==> src/rtl/pwm10_pkg.sv <==
package pwm10_pkg;

    localparam logic [1:0] MODE_RUN = 2'b11;

    // prescale select -> log2 of the divide factor
    function automatic logic [2:0] presc_shift(input logic [1:0] sel);
        logic [2:0] sh;
        case (sel)
            2'b00:   sh = 3'd0;
            2'b01:   sh = 3'd2;
            default: sh = 3'd4;
        endcase
        return sh;
    endfunction

endpackage

==> src/rtl/pwm10_timebase.sv <==
module pwm10_timebase
    import pwm10_pkg::*;
#(
    parameter int TMR_W = 8,
    parameter int SUB_W = 2,
    parameter int PSH_W = 4,
    localparam int PRE_W = SUB_W + PSH_W,
    localparam int TB_W  = TMR_W + SUB_W
) (
    input  logic             clk,
    input  logic             rst_n,
    input  logic             run_i,
    input  logic [1:0]       presc_i,
    input  logic [TMR_W-1:0] period_i,
    output logic [TB_W-1:0]  tb_next_o,
    output logic             load_o
);

    typedef struct packed {
        logic             run;
        logic [TMR_W-1:0] tmr;
        logic [PRE_W-1:0] pre;
    } tb_state_t;

    tb_state_t        s_d, s_q;
    logic [2:0]       shift;
    logic [PRE_W-1:0] lim;
    logic             wrap;
    logic             boundary;
    logic             start;
    logic [SUB_W-1:0] sub_next;

    always_comb begin
        s_d      = s_q;
        shift    = presc_shift(presc_i);
        lim      = {PRE_W{1'b1}} >> (PSH_W - int'(shift));
        wrap     = (s_q.pre >= lim);
        boundary = s_q.run && wrap && (s_q.tmr == period_i);
        start    = !s_q.run;
        if (!run_i) begin
            s_d = '0;
        end else if (start) begin
            s_d.run = 1'b1;
            s_d.tmr = '0;
            s_d.pre = '0;
        end else if (wrap) begin
            s_d.pre = '0;
            s_d.tmr = boundary ? '0 : s_q.tmr + 1'b1;
        end else begin
            s_d.pre = s_q.pre + 1'b1;
        end
        sub_next  = SUB_W'(s_d.pre >> shift);
        tb_next_o = {s_d.tmr, sub_next};
        load_o    = run_i && (start || boundary);
    end

    always_ff @(posedge clk or negedge rst_n) begin
        if (!rst_n) s_q <= '0;
        else        s_q <= s_d;
    end

    // a completed period restarts the timer from zero
    p_period_restart_r2: assert property (@(posedge clk) disable iff (!rst_n)
        (run_i && s_q.run && wrap && (s_q.tmr == period_i)) |=> (s_q.tmr == '0 && s_q.pre == '0));

    // stopping returns the time base to zero
    p_halt_clears_r8: assert property (@(posedge clk) disable iff (!rst_n)
        !run_i |=> (s_q.tmr == '0 && s_q.pre == '0 && !s_q.run));

endmodule

==> src/rtl/pwm10_dutylatch.sv <==
module pwm10_dutylatch #(
    parameter int DW = 10
) (
    input  logic          clk,
    input  logic          rst_n,
    input  logic          load_i,
    input  logic [DW-1:0] duty_i,
    output logic [DW-1:0] shadow_next_o,
    output logic [DW-1:0] shadow_o
);

    typedef struct packed {
        logic [DW-1:0] shadow;
    } dl_state_t;

    dl_state_t s_d, s_q;

    always_comb begin
        s_d = s_q;
        if (load_i) s_d.shadow = duty_i;
        shadow_next_o = s_d.shadow;
    end

    always_ff @(posedge clk or negedge rst_n) begin
        if (!rst_n) s_q <= '0;
        else        s_q <= s_d;
    end

    assign shadow_o = s_q.shadow;

    // shadow only changes on a period-start load
    p_shadow_hold_r5: assert property (@(posedge clk) disable iff (!rst_n)
        !load_i |=> $stable(s_q.shadow));

    // a load captures the duty inputs of that cycle
    p_shadow_take_r5: assert property (@(posedge clk) disable iff (!rst_n)
        load_i |=> (s_q.shadow == $past(duty_i)));

endmodule

==> src/rtl/pwm10_outstage.sv <==
module pwm10_outstage #(
    parameter int DW = 10
) (
    input  logic          clk,
    input  logic          rst_n,
    input  logic          run_i,
    input  logic [DW-1:0] tb_next_i,
    input  logic [DW-1:0] shadow_next_i,
    output logic          pwm_o
);

    typedef struct packed {
        logic out;
    } os_state_t;

    os_state_t s_d, s_q;

    always_comb begin
        s_d     = s_q;
        s_d.out = run_i && (tb_next_i < shadow_next_i);
    end

    always_ff @(posedge clk or negedge rst_n) begin
        if (!rst_n) s_q <= '0;
        else        s_q <= s_d;
    end

    assign pwm_o = s_q.out;

    // a stop request forces the output low on the next edge
    p_off_low_r8: assert property (@(posedge clk) disable iff (!rst_n)
        !run_i |=> !pwm_o);

endmodule

==> src/rtl/pwm10_dbuf.sv <==
module pwm10_dbuf
    import pwm10_pkg::*;
#(
    parameter int TMR_W = 8,
    parameter int SUB_W = 2,
    parameter int PSH_W = 4,
    localparam int DW   = TMR_W + SUB_W
) (
    input  logic             clk,
    input  logic             rst_n,
    input  logic [1:0]       mode_i,
    input  logic [1:0]       presc_i,
    input  logic [TMR_W-1:0] period_i,
    input  logic [TMR_W-1:0] duty_hi_i,
    input  logic [SUB_W-1:0] duty_lo_i,
    output logic             pwm_o,
    output logic [DW-1:0]    shadow_o
);

    logic          run;
    logic          load;
    logic [DW-1:0] tb_next;
    logic [DW-1:0] shadow_next;
    logic [DW-1:0] duty_in;

    assign run     = (mode_i == MODE_RUN);
    assign duty_in = {duty_hi_i, duty_lo_i};

    pwm10_timebase #(.TMR_W(TMR_W), .SUB_W(SUB_W), .PSH_W(PSH_W)) u_tb (
        .clk       (clk),
        .rst_n     (rst_n),
        .run_i     (run),
        .presc_i   (presc_i),
        .period_i  (period_i),
        .tb_next_o (tb_next),
        .load_o    (load)
    );

    pwm10_dutylatch #(.DW(DW)) u_dl (
        .clk           (clk),
        .rst_n         (rst_n),
        .load_i        (load),
        .duty_i        (duty_in),
        .shadow_next_o (shadow_next),
        .shadow_o      (shadow_o)
    );

    pwm10_outstage #(.DW(DW)) u_os (
        .clk           (clk),
        .rst_n         (rst_n),
        .run_i         (run),
        .tb_next_i     (tb_next),
        .shadow_next_i (shadow_next),
        .pwm_o         (pwm_o)
    );

    // a zero latched duty never drives the output high
    p_zero_duty_low_r6: assert property (@(posedge clk) disable iff (!rst_n)
        (shadow_o == '0) |-> !pwm_o);

    // coming out of reset the output is low
    p_reset_low_r1: assert property (@(posedge clk) disable iff (!rst_n)
        $rose(rst_n) |-> !pwm_o);

endmodule

==> config.mk <==
export PLATFORM = sky130hd
export DESIGN_NAME = pwm10_dbuf
export DESIGN_NICKNAME = d
export VERILOG_FILES = /design/src/rtl/pwm10_pkg.sv /design/src/rtl/pwm10_timebase.sv /design/src/rtl/pwm10_dutylatch.sv /design/src/rtl/pwm10_outstage.sv /design/src/rtl/pwm10_dbuf.sv
export SDC_FILE = /design/constraint.sdc
export NUM_CORES = 1
export LEC_CHECK = 0
export BUFFER_PORTS_ARGS = -buffer_cell sky130_fd_sc_hd__buf_2
export CORE_MARGIN = 2
export CORE_UTILIZATION = 40
export DETAILED_ROUTE_END_ITERATION = 8
export GPL_TIMING_DRIVEN = 1
export HOLD_SLACK_MARGIN = 0.03
export PLACE_DENSITY = 0.7
export SETUP_SLACK_MARGIN = 0.3
export SLEW_MARGIN = 20
export SYNTH_ARGS = -nofsm -noshare
export SYNTH_HDL_FRONTEND = slang
export SYNTH_SLANG_ARGS = --single-unit
==> constraint.sdc <==
create_clock -name clk -period 6.2 [get_ports clk]
set_clock_uncertainty 0.15 [all_clocks]
set_input_delay 1.24 -clock clk [delete_from_list [all_inputs] [get_ports clk]]
set_output_delay 1.24 -clock clk [all_outputs]
set_load 0.005 [all_outputs]
==> results of run 1 <==
registers in the layout, summed over array words and instances (netlist names):
signal         flops
u_os.pwm_o         1
u_dl.shadow_o     10
u_tb.s_q          15
per-stage QoR:
step	setup WS [ps]	cells	total power (uW)	hold WS, ps	area, sq um
floorplan	2160	163	235	330	1720
global placement	1300	244	266	362	1920
detailed placement	1170	244	267	369	1920
CTS	1440	247	363	391	1960
global route	1130	247	380	407	1960
finish	1410	247	358	385	1960
cell usage after synthesis (all sizes together), types with 5 or more instances:
master / n
a21oi: 8
dfrtp: 26
ha: 16
inv: 8
mux2: 9
mux2i: 10
nand2: 9
nand3: 5
nor2: 14
o2111ai: 5
o21ai: 7
xor2: 17
area by class of cell:
type                            instances  area, sq um  area share [%]
Inverter                                8         30.0            1.53
Timing Repair Buffer                   34          170            8.67
Clock buffer                            3         41.3            2.10
Multi-Input combinational cell        126         1010            51.3
Tap cell                               50         62.6            3.19
Sequential cell                        26          651            33.2
critical path, delay by kind of cell:
family | cells | cell delay, ps
AO/OA/AOI/OAI | 9 | 2580
adder cells (fa/ha/maj) | 2 | 560
buffers and inverters | 2 | 180
multiplexers | 1 | 260
cell usage in the layout (no fill, tap or decap), types with 2 or more instances in the layout:
cell / instances
a21o_1: 2
a21oi_1: 7
and3_1: 4
and4_1: 2
buf_2: 34
clkbuf_8: 3
dfrtp_1: 26
ha_1: 16
inv_1: 8
mux2_2: 8
mux2i_1: 10
nand2_1: 9
nand3_1: 5
nor2_1: 14
nor4_2: 2
o2111ai_1: 5
o21ai_0: 7
o22ai_1: 2
xor2_1: 17
worst max-delay path by stage:
stage          startpoint                   end  slack [ps]  cells past startpoint
2_1_floorplan  presc_i[1]  u_os.pwm_o$_DFF_PN0_        2160                     14
3_3_place_gp   presc_i[1]  u_os.pwm_o$_DFF_PN0_        1300                     14
3_5_place_dp   presc_i[1]  u_os.pwm_o$_DFF_PN0_        1170                     14
4_1_cts        presc_i[1]  u_os.pwm_o$_DFF_PN0_        1440                     14
5_1_grt        presc_i[1]  u_os.pwm_o$_DFF_PN0_        1130                     14
6_report       presc_i[1]  u_os.pwm_o$_DFF_PN0_        1410                     14
metal layers:
layer  wire (um)  up-vias
li1            -      667
met1        1780      621
met2        1460       36
met3         156        4
met4          42        0
met5           0        -
kinds of logic after synthesis:
| family | synth area share (%) |
|---|---|
| compound gates | 13.5 |
| xor+xnor | 9.19 |
| mux | 12.0 |
| simple gates | 12.4 |
| fa+ha+maj | 11.7 |
| buf+inv | 3.36 |
| flops | 37.9 |
power breakdown:
group | leakage, uW | switching, uW | internal [uW]
sequential | 0.000337 | 9.11 | 182
clock | 0.0000216 | 51.9 | 43.5
combinational | 0.000608 | 33.9 | 37.1
total | 0.000966 | 94.9 | 263
==> key figures, run 1 <==
Status
  – Status: completed

Timing
  – Hold Violations, Final: 0
  – RSZ-0062 raised after global routing: false
  – Fin Setup TNS: 0 ps
  – Fin crit share: 77.3%
  – Highest clock rate: 209 MHz
  – Slew HR: 33.7%
  – Final min period: 4790 ps
  – Final setup vio count: 0
  – Final Max Slew Viols: 0
  – Worst-Margin Slew: 994 ps

Clocking
  – Clock Tree Buf Depth: 2
  – CTS buffer count: 3
  – Clock-pin slew on the worst setup and hold paths: 90 ps
  – CTS tree: built
  – # hold bufs at CTS: 0
  – Post-CTS Setup Bufs: 0
  – CTS root buf: clkbuf_8
  – Clk_lat worst skew: 270 ps
  – Post-CTS Resized: 0
  – H-Tree Depth: 1
  – CTS Sinks: 26

Die
  – Row cnt: 23
  – I/O pin cnt: 35
  – Initial Util: 42.3%
  – Die H: 69.5 um
  – Die area: 4830 sq um
  – Core Region: 4060 sq um
  – Die width: 69.5 um

Yosys
  – Synth warn: 0
  – Syn_nets: 203
  – Sequential cell area fraction in the yosys report: 37.9%
  – Yosys reg bits: 26
  – Synth Area per Inst: 10.5 sq um
  – Most used DFF post-synth: dfrtp_1
  – Unique masters post-synth: 35
  – Mapped Cells: 163
  – Synthesized area: 1720 sq um
  – Number of flops mapped to enable cells by yosys: 0
  – Leading area contributor after synthesis: dfrtp_1
  – Ys async rst share: 100%
  – Synth area leaders: dfrtp_1, ha_1, xor2_1
  – Top-area cell type share of the netlist area: 37.9%

Critical path
  – RR Endpoint: u_os.pwm_o$_DFF_PN0_
  – Worst reg-to-reg setup slack: 2140 ps
  – FF-to-FF Start: u_tb.s_q[3]$_DFF_PN0_
  – CP Max Fanout: 18
  – Critical path cell sequence: buf_2 -> inv_1 -> ha_1 -> a21oi_1 -> o22ai_1 -> o211ai_2 -> a21oi_4 -> mux2i_1 -> ha_1 -> a21o_1 -> a21o_1 -> a221oi_1 -> o211ai_1 -> o21ai_0
  – Critical path required time: 6250 ps
  – Startpoint types: input port
  – CP max stage cell: o22ai_1
  – Critical path class: input port to flop
  – R2r worst-path depth: 12
  – Endpoint class of the critical path: flop
  – Max incr delay on CP: 770 ps
  – Worst endpoint data arrival time: 4840 ps

GRT
  – First-pass GRT wire length: 5.78 mm
  – Met3 Track Usage GR: 2.76%
  – Grt met1 use: 21.0%
  – Vias in the first global route: 1257
  – Global route total overflow: 0
  – Gr usage total: 14.8%
  – Antenna violations before repair: 0
  – Largest net degree at the start of global routing: 27
  – GR peak layer: met2
  – GR Util met2: 22.2%

Placement
  – DPL Wire Length: 2.64 mm
  – RePlAce Congestion: 0.896
  – I/O Buffers: 34

Worst hold path
  – Hold Path Origin: u_dl.shadow_o[5]$_DFF_PN0_
  – HP Class: flop to flop
  – Hold endpoint: u_dl.shadow_o[5]$_DFF_PN0_
  – Worst hold stages: 1

Drt
  – Routed Antenna Nets: 0
  – Pre-antenna DRT Iters: 4
  – Vias per cell: 5.38
  – Drt wl/cell: 13.9 um
  – Vias: 1328
  – Initial DRC Count: 48
  – Final wirelength: 3.44 mm
  – DRC Markers: 0

Power and ir drop
  – PwrDens: 182 nW/um^2
  – VDD IR max: 0.000134 V
  – LEAKAGE: 0.000966 uW

Layout
  – Filler Cell Count: 379
  – Share of layout cells above drive strength 1: 25.9%
  – P&R area growth vs syn: 14.4%
  – Nets: 239
  – Post-layout util: 48.4%
  – N_diodes: 0

Job
  – Max Cap Violations: 0
No activity file was read; power rests on OpenSTA's default activity.
==> inputs of run 2 (changes only) <==
--- a/config.mk
+++ b/config.mk
@@ -11,7 +11,7 @@
 export DETAILED_ROUTE_END_ITERATION = 8
 export GPL_TIMING_DRIVEN = 1
 export HOLD_SLACK_MARGIN = 0.03
-export PLACE_DENSITY = 0.7
+export PLACE_DENSITY = 0.73
 export SETUP_SLACK_MARGIN = 0.3
 export SLEW_MARGIN = 20
 export SYNTH_ARGS = -nofsm -noshare
==> constraint.sdc (replaced) <==
create_clock -name clk -period 3.8 [get_ports clk]
set_clock_uncertainty 0.15 [all_clocks]
set_input_delay 0.76 -clock clk [delete_from_list [all_inputs] [get_ports clk]]
set_output_delay 0.76 -clock clk [all_outputs]
set_load 0.005 [all_outputs]
==> key figures, run 2 (synthesized netlist as in run 1, its figures left out) <==
Status
  – Status: completed

Clocking
  – CTS buffer count: 3 (unchanged)
  – CTS tree: built
  – Clk_lat worst skew: 270 ps (about the same)
  – CTS Sinks: 26 (unchanged)
  – H-Tree Depth: 1 (unchanged)
  – # hold bufs at CTS: 0 (unchanged)
  – Clock Tree Buf Depth: 2 (unchanged)
  – Clock-pin slew on the worst setup and hold paths: 90 ps (about the same)
  – CTS root buf: clkbuf_8

Layout
  – Post-layout util: 53.0% (+4.7 points)
  – Filler Cell Count: 364 (-4.0%)
  – Commonest non-fill, non-tap cell in the layout: buf_2
  – Max reg flops: 15 (unchanged)
  – Share of layout cells above drive strength 1: 35.7% (+9.9 points)
  – Largest Register: u_tb.s_q
  – N_diodes: 0 (unchanged)
  – Design area: 2150 sq um (+9.6%)
  – P&R area growth vs syn: 25.4%
  – Nets: 249 (+4.2%)
  – Commonest cells after routing, fill and taps aside: buf_2, dfrtp_1, xor2_1, ha_1, nor2_1

GRT
  – First-pass GRT wire length: 6.07 mm (+5.0%)
  – Largest net degree at the start of global routing: 27 (unchanged)
  – Antenna violations before repair: 0 (unchanged)
  – Gr usage total: 15.1% (+0.36 points)
  – Vias in the first global route: 1337 (+6.4%)
  – Global route total overflow: 0 (unchanged)

Drt
  – Drt wl/cell: 14.1 um (+1.2%)
  – Vias: 1369 (+3.1%)
  – Final wirelength: 3.63 mm (+5.3%)
  – Routed Antenna Nets: 0 (unchanged)
  – Vias per cell: 5.33 (-0.92%)
  – Initial DRC Count: 38 (-21%)
  – Pre-antenna DRT Iters: 4 (unchanged)
  – DRC Markers: 0 (unchanged)

Die
  – Row cnt: 23 (unchanged)
  – Core Region: 4060 sq um (unchanged)
  – I/O pin cnt: 35 (unchanged)
  – Die width: 69.5 um (unchanged)
  – Die area: 4830 sq um (unchanged)
  – Initial Util: 42.3% (unchanged)
  – Die H: 69.5 um (unchanged)

Timing
  – Slew HR: 59.6% (+26 points)
  – Final min period: 3400 ps
  – Fin crit share: 89.3%
  – RSZ-0062 raised after global routing: false
  – Final Max Slew Viols: 0 (unchanged)
  – Final setup vio count: 0 (unchanged)
  – Hold Violations, Final: 0 (unchanged)
  – Highest clock rate: 295 MHz
  – Worst-Margin Slew: 590 ps (-404 ps)
  – Fin Setup TNS: 0 ps (unchanged)

Critical path
  – Endpoint class of the critical path: flop
  – Critical path class: input port to flop
  – CP Max Fanout: 6 (-12)
  – Worst endpoint data arrival time: 3450 ps (-1390 ps)
  – Worst reg-to-reg setup slack: 620 ps (-1520 ps)
  – Critical path required time: 3850 ps (-2400 ps)
  – Startpoint types: input port

Placement
  – I/O Buffers: 34 (unchanged)
  – Area after DPL: 1980 sq um (+2.9%)
  – DPL Wire Length: 2.67 mm (+0.94%)
  – RePlAce Congestion: 0.844 (-5.8%)

Power and ir drop
  – VDD IR max: 0.000186 V (+39%)
  – LEAKAGE: 0.00103 uW (+7.0%)
  – Power, Total: 598 uW (+67%)
  – PwrDens: 278 nW/um^2 (+53%)

Worst hold path
  – HP Class: input port to async pin

Job
  – Max Cap Violations: 0 (unchanged)
[run 2: routing by layer]
| metal | GRT usage, % | wire, um | vias up | part of all wire (%) |
|---|---|---|---|---|
| li1 | - | - | 685 | - |
| met1 | 21.6 | 1840 | 653 | 51 |
| met2 | 24.0 | 1630 | 26 | 45 |
| met3 | 1.74 | 107 | 5 | 3.0 |
| met4 | 4.58 | 46 | 0 | 1.3 |
| met5 | 0 | 0 | - | 0 |
[run 2: stage by stage]
stage               hold slack, ps  std cells  setup WS, ps
detailed placement             367        249          14.3
finish                         327        257           405
CTS                            354        252           308
floorplan                      314        163           329
global placement               352        249          46.4
global route                   378        257           236
[run 2: final cells by class]
class                      count  area (sq um)  share of cell area (%)
sequential                    26           651                    30.3
timing repair buffer          44           282                    13.1
clock buffer                   3          41.3                    1.92
inverter                       8          30.0                    1.40
tap                           50          62.6                    2.91
multi-input combinational    126          1080                    50.4
[run 2: critical path, stage by stage]
cell	delay [ps]
buf_4	140
nor2_4	120
ha_1	240
a21oi_2	220
o22ai_4	110
o211ai_2	260
a21oi_4	100
buf_4	150
clkbuf_16	150
mux2i_1	130
ha_1	200
a21o_1	180
a21o_1	180
a221oi_2	250
o211ai_1	120
o21ai_1	130
[run 2: worst paths after layout]
kind,from,cells after the start,endpoint
max,presc_i[1],16,u_os.pwm_o$_DFF_PN0_
min,rst_n,1,u_tb.s_q[2]$_DFF_PN0_
max reg2reg,u_tb.s_q[6]$_DFF_PN0_,12,u_os.pwm_o$_DFF_PN0_
min reg2reg,u_dl.shadow_o[3]$_DFF_PN0_,1,u_dl.shadow_o[3]$_DFF_PN0_
max in group asynchronous,rst_n,1,u_dl.shadow_o[8]$_DFF_PN0_
min in group clk,u_dl.shadow_o[3]$_DFF_PN0_,1,u_dl.shadow_o[3]$_DFF_PN0_
[run 2: repair_timing]
item | in CTS | in global routing
hold endpoints to repair | 0 | 0
gates resized for setup | 1 | 17
pin swaps | 0 | 8
buffers inserted | 0 | 4
gates cloned | 0 | 1
endpoints found under the setup margin | 1 | 1
[run 2: power by group]
part           internal, uW  switching, uW
clock network          71.0           82.8
registers               297           14.9
logic                  71.0           61.4
total                   439            159
==> inputs of run 3 (changes only) <==
--- a/config.mk
+++ b/config.mk
@@ -11,7 +11,7 @@
 export DETAILED_ROUTE_END_ITERATION = 8
 export GPL_TIMING_DRIVEN = 1
 export HOLD_SLACK_MARGIN = 0.03
-export PLACE_DENSITY = 0.73
+export PLACE_DENSITY = 0.7
 export SETUP_SLACK_MARGIN = 0.3
 export SLEW_MARGIN = 20
 export SYNTH_ARGS = -nofsm -noshare
==> constraint.sdc (replaced) <==
create_clock -name clk -period 3.2 [get_ports clk]
set_clock_uncertainty 0.15 [all_clocks]
set_input_delay 0.64 -clock clk [delete_from_list [all_inputs] [get_ports clk]]
set_output_delay 0.64 -clock clk [all_outputs]
set_load 0.005 [all_outputs]
==> key figures, run 3 (synthesized netlist as in run 1, its figures left out) <==
Timing
  – Slew HR: 61.4% (+1.8 points)
  – Highest clock rate: 328 MHz
  – Final Max Slew Viols: 0 (unchanged)
  – RSZ-0062 raised after global routing: true
  – Worst-Margin Slew: 578 ps (-11.8 ps)
  – Hold Violations, Final: 0 (unchanged)
  – Final min period: 3050 ps
  – Final setup vio count: 0 (unchanged)
  – Fin crit share: 95.3%

Power and ir drop
  – Flop pwr share: 48.4% (-3.8 points)
  – LEAKAGE: 0.00115 uW (+11%)
  – Power Internal: 565 uW (+29%)
  – VDD IR max: 0.000304 V (+63%)
  – Switch share: 26.5% (-0.15 points)
  – Power, Total: 768 uW (+28%)
  – PwrDens: 311 nW/um^2 (+12%)
  – Psw: 203 uW (+28%)
  – Clk network pwr share: 27.9% (+2.2 points)
  – Logic gate share of total power: 23.8% (+1.7 points)

Die
  – Die H: 69.5 um (unchanged)
  – Die area: 4830 sq um (unchanged)
  – Row cnt: 23 (unchanged)
  – I/O pin cnt: 35 (unchanged)
  – Initial Util: 42.3% (unchanged)
  – Core Region: 4060 sq um (unchanged)
  – Die width: 69.5 um (unchanged)

GRT
  – GR Util met2: 29.5% (+5.4 points)
  – Vias in the first global route: 1483 (+11%)
  – Met3 Track Usage GR: 2.76% (+1.0 points)
  – Grt met1 use: 25.0% (+3.4 points)
  – Global route total overflow: 0 (unchanged)
  – Antenna violations before repair: 0 (unchanged)
  – Largest net degree at the start of global routing: 27 (unchanged)
  – GR peak layer: met2
  – Gr usage total: 18.1% (+3.0 points)
  – First-pass GRT wire length: 7.09 mm (+17%)

Drt
  – Pre-antenna DRT Iters: 4 (unchanged)
  – Final wirelength: 4.03 mm (+11%)
  – Vias: 1489 (+8.8%)
  – Routed Antenna Nets: 0 (unchanged)
  – Drt wl/cell: 14.3 um (+1.6%)
  – Vias per cell: 5.30 (-0.52%)
  – Initial DRC Count: 94 (+150%)
  – DRC Markers: 0 (unchanged)

Layout
  – Commonest cells after routing, fill and taps aside: buf_2, buf_4, dfrtp_1, xor2_1, ha_1
  – Sequential cell area: 652 sq um (+0.19%)
  – Filler Cell Count: 333 (-8.5%)
  – Largest Register: u_tb.s_q
  – Nets: 272 (+9.2%)
  – Share of layout cells above drive strength 1: 48.1% (+12 points)
  – Area of the multi-input gates: 1200 sq um (+10%)
  – P&R area growth vs syn: 44.2%
  – Final std cells w/o fill: 281 (+9.3%)
  – Commonest non-fill, non-tap cell in the layout: buf_2
  – Max reg flops: 15 (unchanged)
  – N_diodes: 0 (unchanged)
  – Post-layout util: 61.0% (+8.0 points)

Clocking
  – Clock-pin slew on the worst setup and hold paths: 90 ps (about the same)
  – CTS root buf: clkbuf_8
  – CTS tree: built
  – H-Tree Depth: 1 (unchanged)
  – Clock Tree Buf Depth: 2 (unchanged)
  – CTS buffer count: 3 (unchanged)
  – CTS Sinks: 26 (unchanged)
  – Clk_lat worst skew: 270 ps (about the same)

Placement
  – Cells after DPL: 264 (+6.0%)
  – RePlAce Congestion: 0.797 (-5.6%)
  – I/O Buffers: 34 (unchanged)
  – DPL Wire Length: 2.87 mm (+7.5%)

Job
  – Max Cap Violations: 0 (unchanged)

Critical path
  – Worst endpoint data arrival time: 3100 ps (-350 ps)
  – CP Max Fanout: 7 (+1)
  – Endpoint class of the critical path: flop
  – Startpoint types: input port
  – Critical path required time: 3260 ps (-590 ps)
  – Critical path class: input port to flop

Worst hold path
  – HP Class: input port to async pin

Status
  – Status: completed
## run 3: area by class of cell
cell class | count | share of cell area, %
well taps | 50 | 2.53
inverters | 8 | 1.32
repair buffers | 67 | 19.2
flip-flops and latches | 26 | 26.4
multi-input cells | 126 | 48.4
clock buffers | 4 | 2.23
## run 3: final timing paths
path / from / end / slack, ps / depth (start not counted)
max in group asynchronous: rst_n / u_tb.s_q[3]$_DFF_PN0_ / 2280 / 1
hold / removal: rst_n / u_dl.shadow_o[4]$_DFF_PN0_ / 200 / 1
setup / recovery: presc_i[1] / u_os.pwm_o$_DFF_PN0_ / 150 / 15
hold reg to reg: u_dl.shadow_o[5]$_DFF_PN0_ / u_dl.shadow_o[5]$_DFF_PN0_ / 390 / 1
min in group clk: u_dl.shadow_o[5]$_DFF_PN0_ / u_dl.shadow_o[5]$_DFF_PN0_ / 390 / 1
setup reg to reg: u_tb.s_q[4]$_DFF_PN0_ / u_os.pwm_o$_DFF_PN0_ / 180 / 13
## run 3: per-stage QoR
| step | instance area (sq um) | setup TNS (ps) | setup WS, ps | hold slack, ps |
|---|---|---|---|---|
| 4_1_cts | 2420 | 0 | 140 | 224 |
| 3_3_place_gp | 2100 | -291 | -291 | 359 |
| 6_report | 2470 | 0 | 150 | 205 |
| 2_1_floorplan | 1730 | -119 | -119 | 194 |
| 5_1_grt | 2470 | 0 | 52.2 | 245 |
| 3_5_place_dp | 2100 | -304 | -304 | 370 |
## run 3: timing repair
item / in CTS / in global routing
cloned: 1 / 0
setup endpoints to repair: 1 / 1
buffers inserted: 9 / 3
hold buffers: 0 / 0
pin swaps: 21 / 14
gates resized for setup: 35 / 5
## run 3: worst max-delay path, cell delays in order
cell and delay [ps]:
buf_6 110, nor2_4 150, ha_4 220, a21oi_4 150, o22ai_4 100, buf_6 150
o2111ai_4 210, xor2_2 180, nor2_2 60, ha_1 310, a21o_1 160, a21o_1 160
a221oi_2 250, o211ai_1 120, o21ai_1 130
## run 3: power by group through the flow
stage / logic [uW] / registers (uW) / clock network [uW]
floorplan: 79.5 / 378 / 0
finish: 182 / 372 / 214
global route: 204 / 376 / 242
detailed placement: 160 / 378 / 0
global placement: 158 / 376 / 0
CTS: 184 / 372 / 222
## run 3: per-layer routing
metal | wire length, um | vias up | share of wire, %
li1 | - | 734 | -
met1 | 1880 | 720 | 47
met2 | 1940 | 30 | 48
met3 | 165 | 5 | 4.1
met4 | 42 | 0 | 1.0
met5 | 0 | - | 0
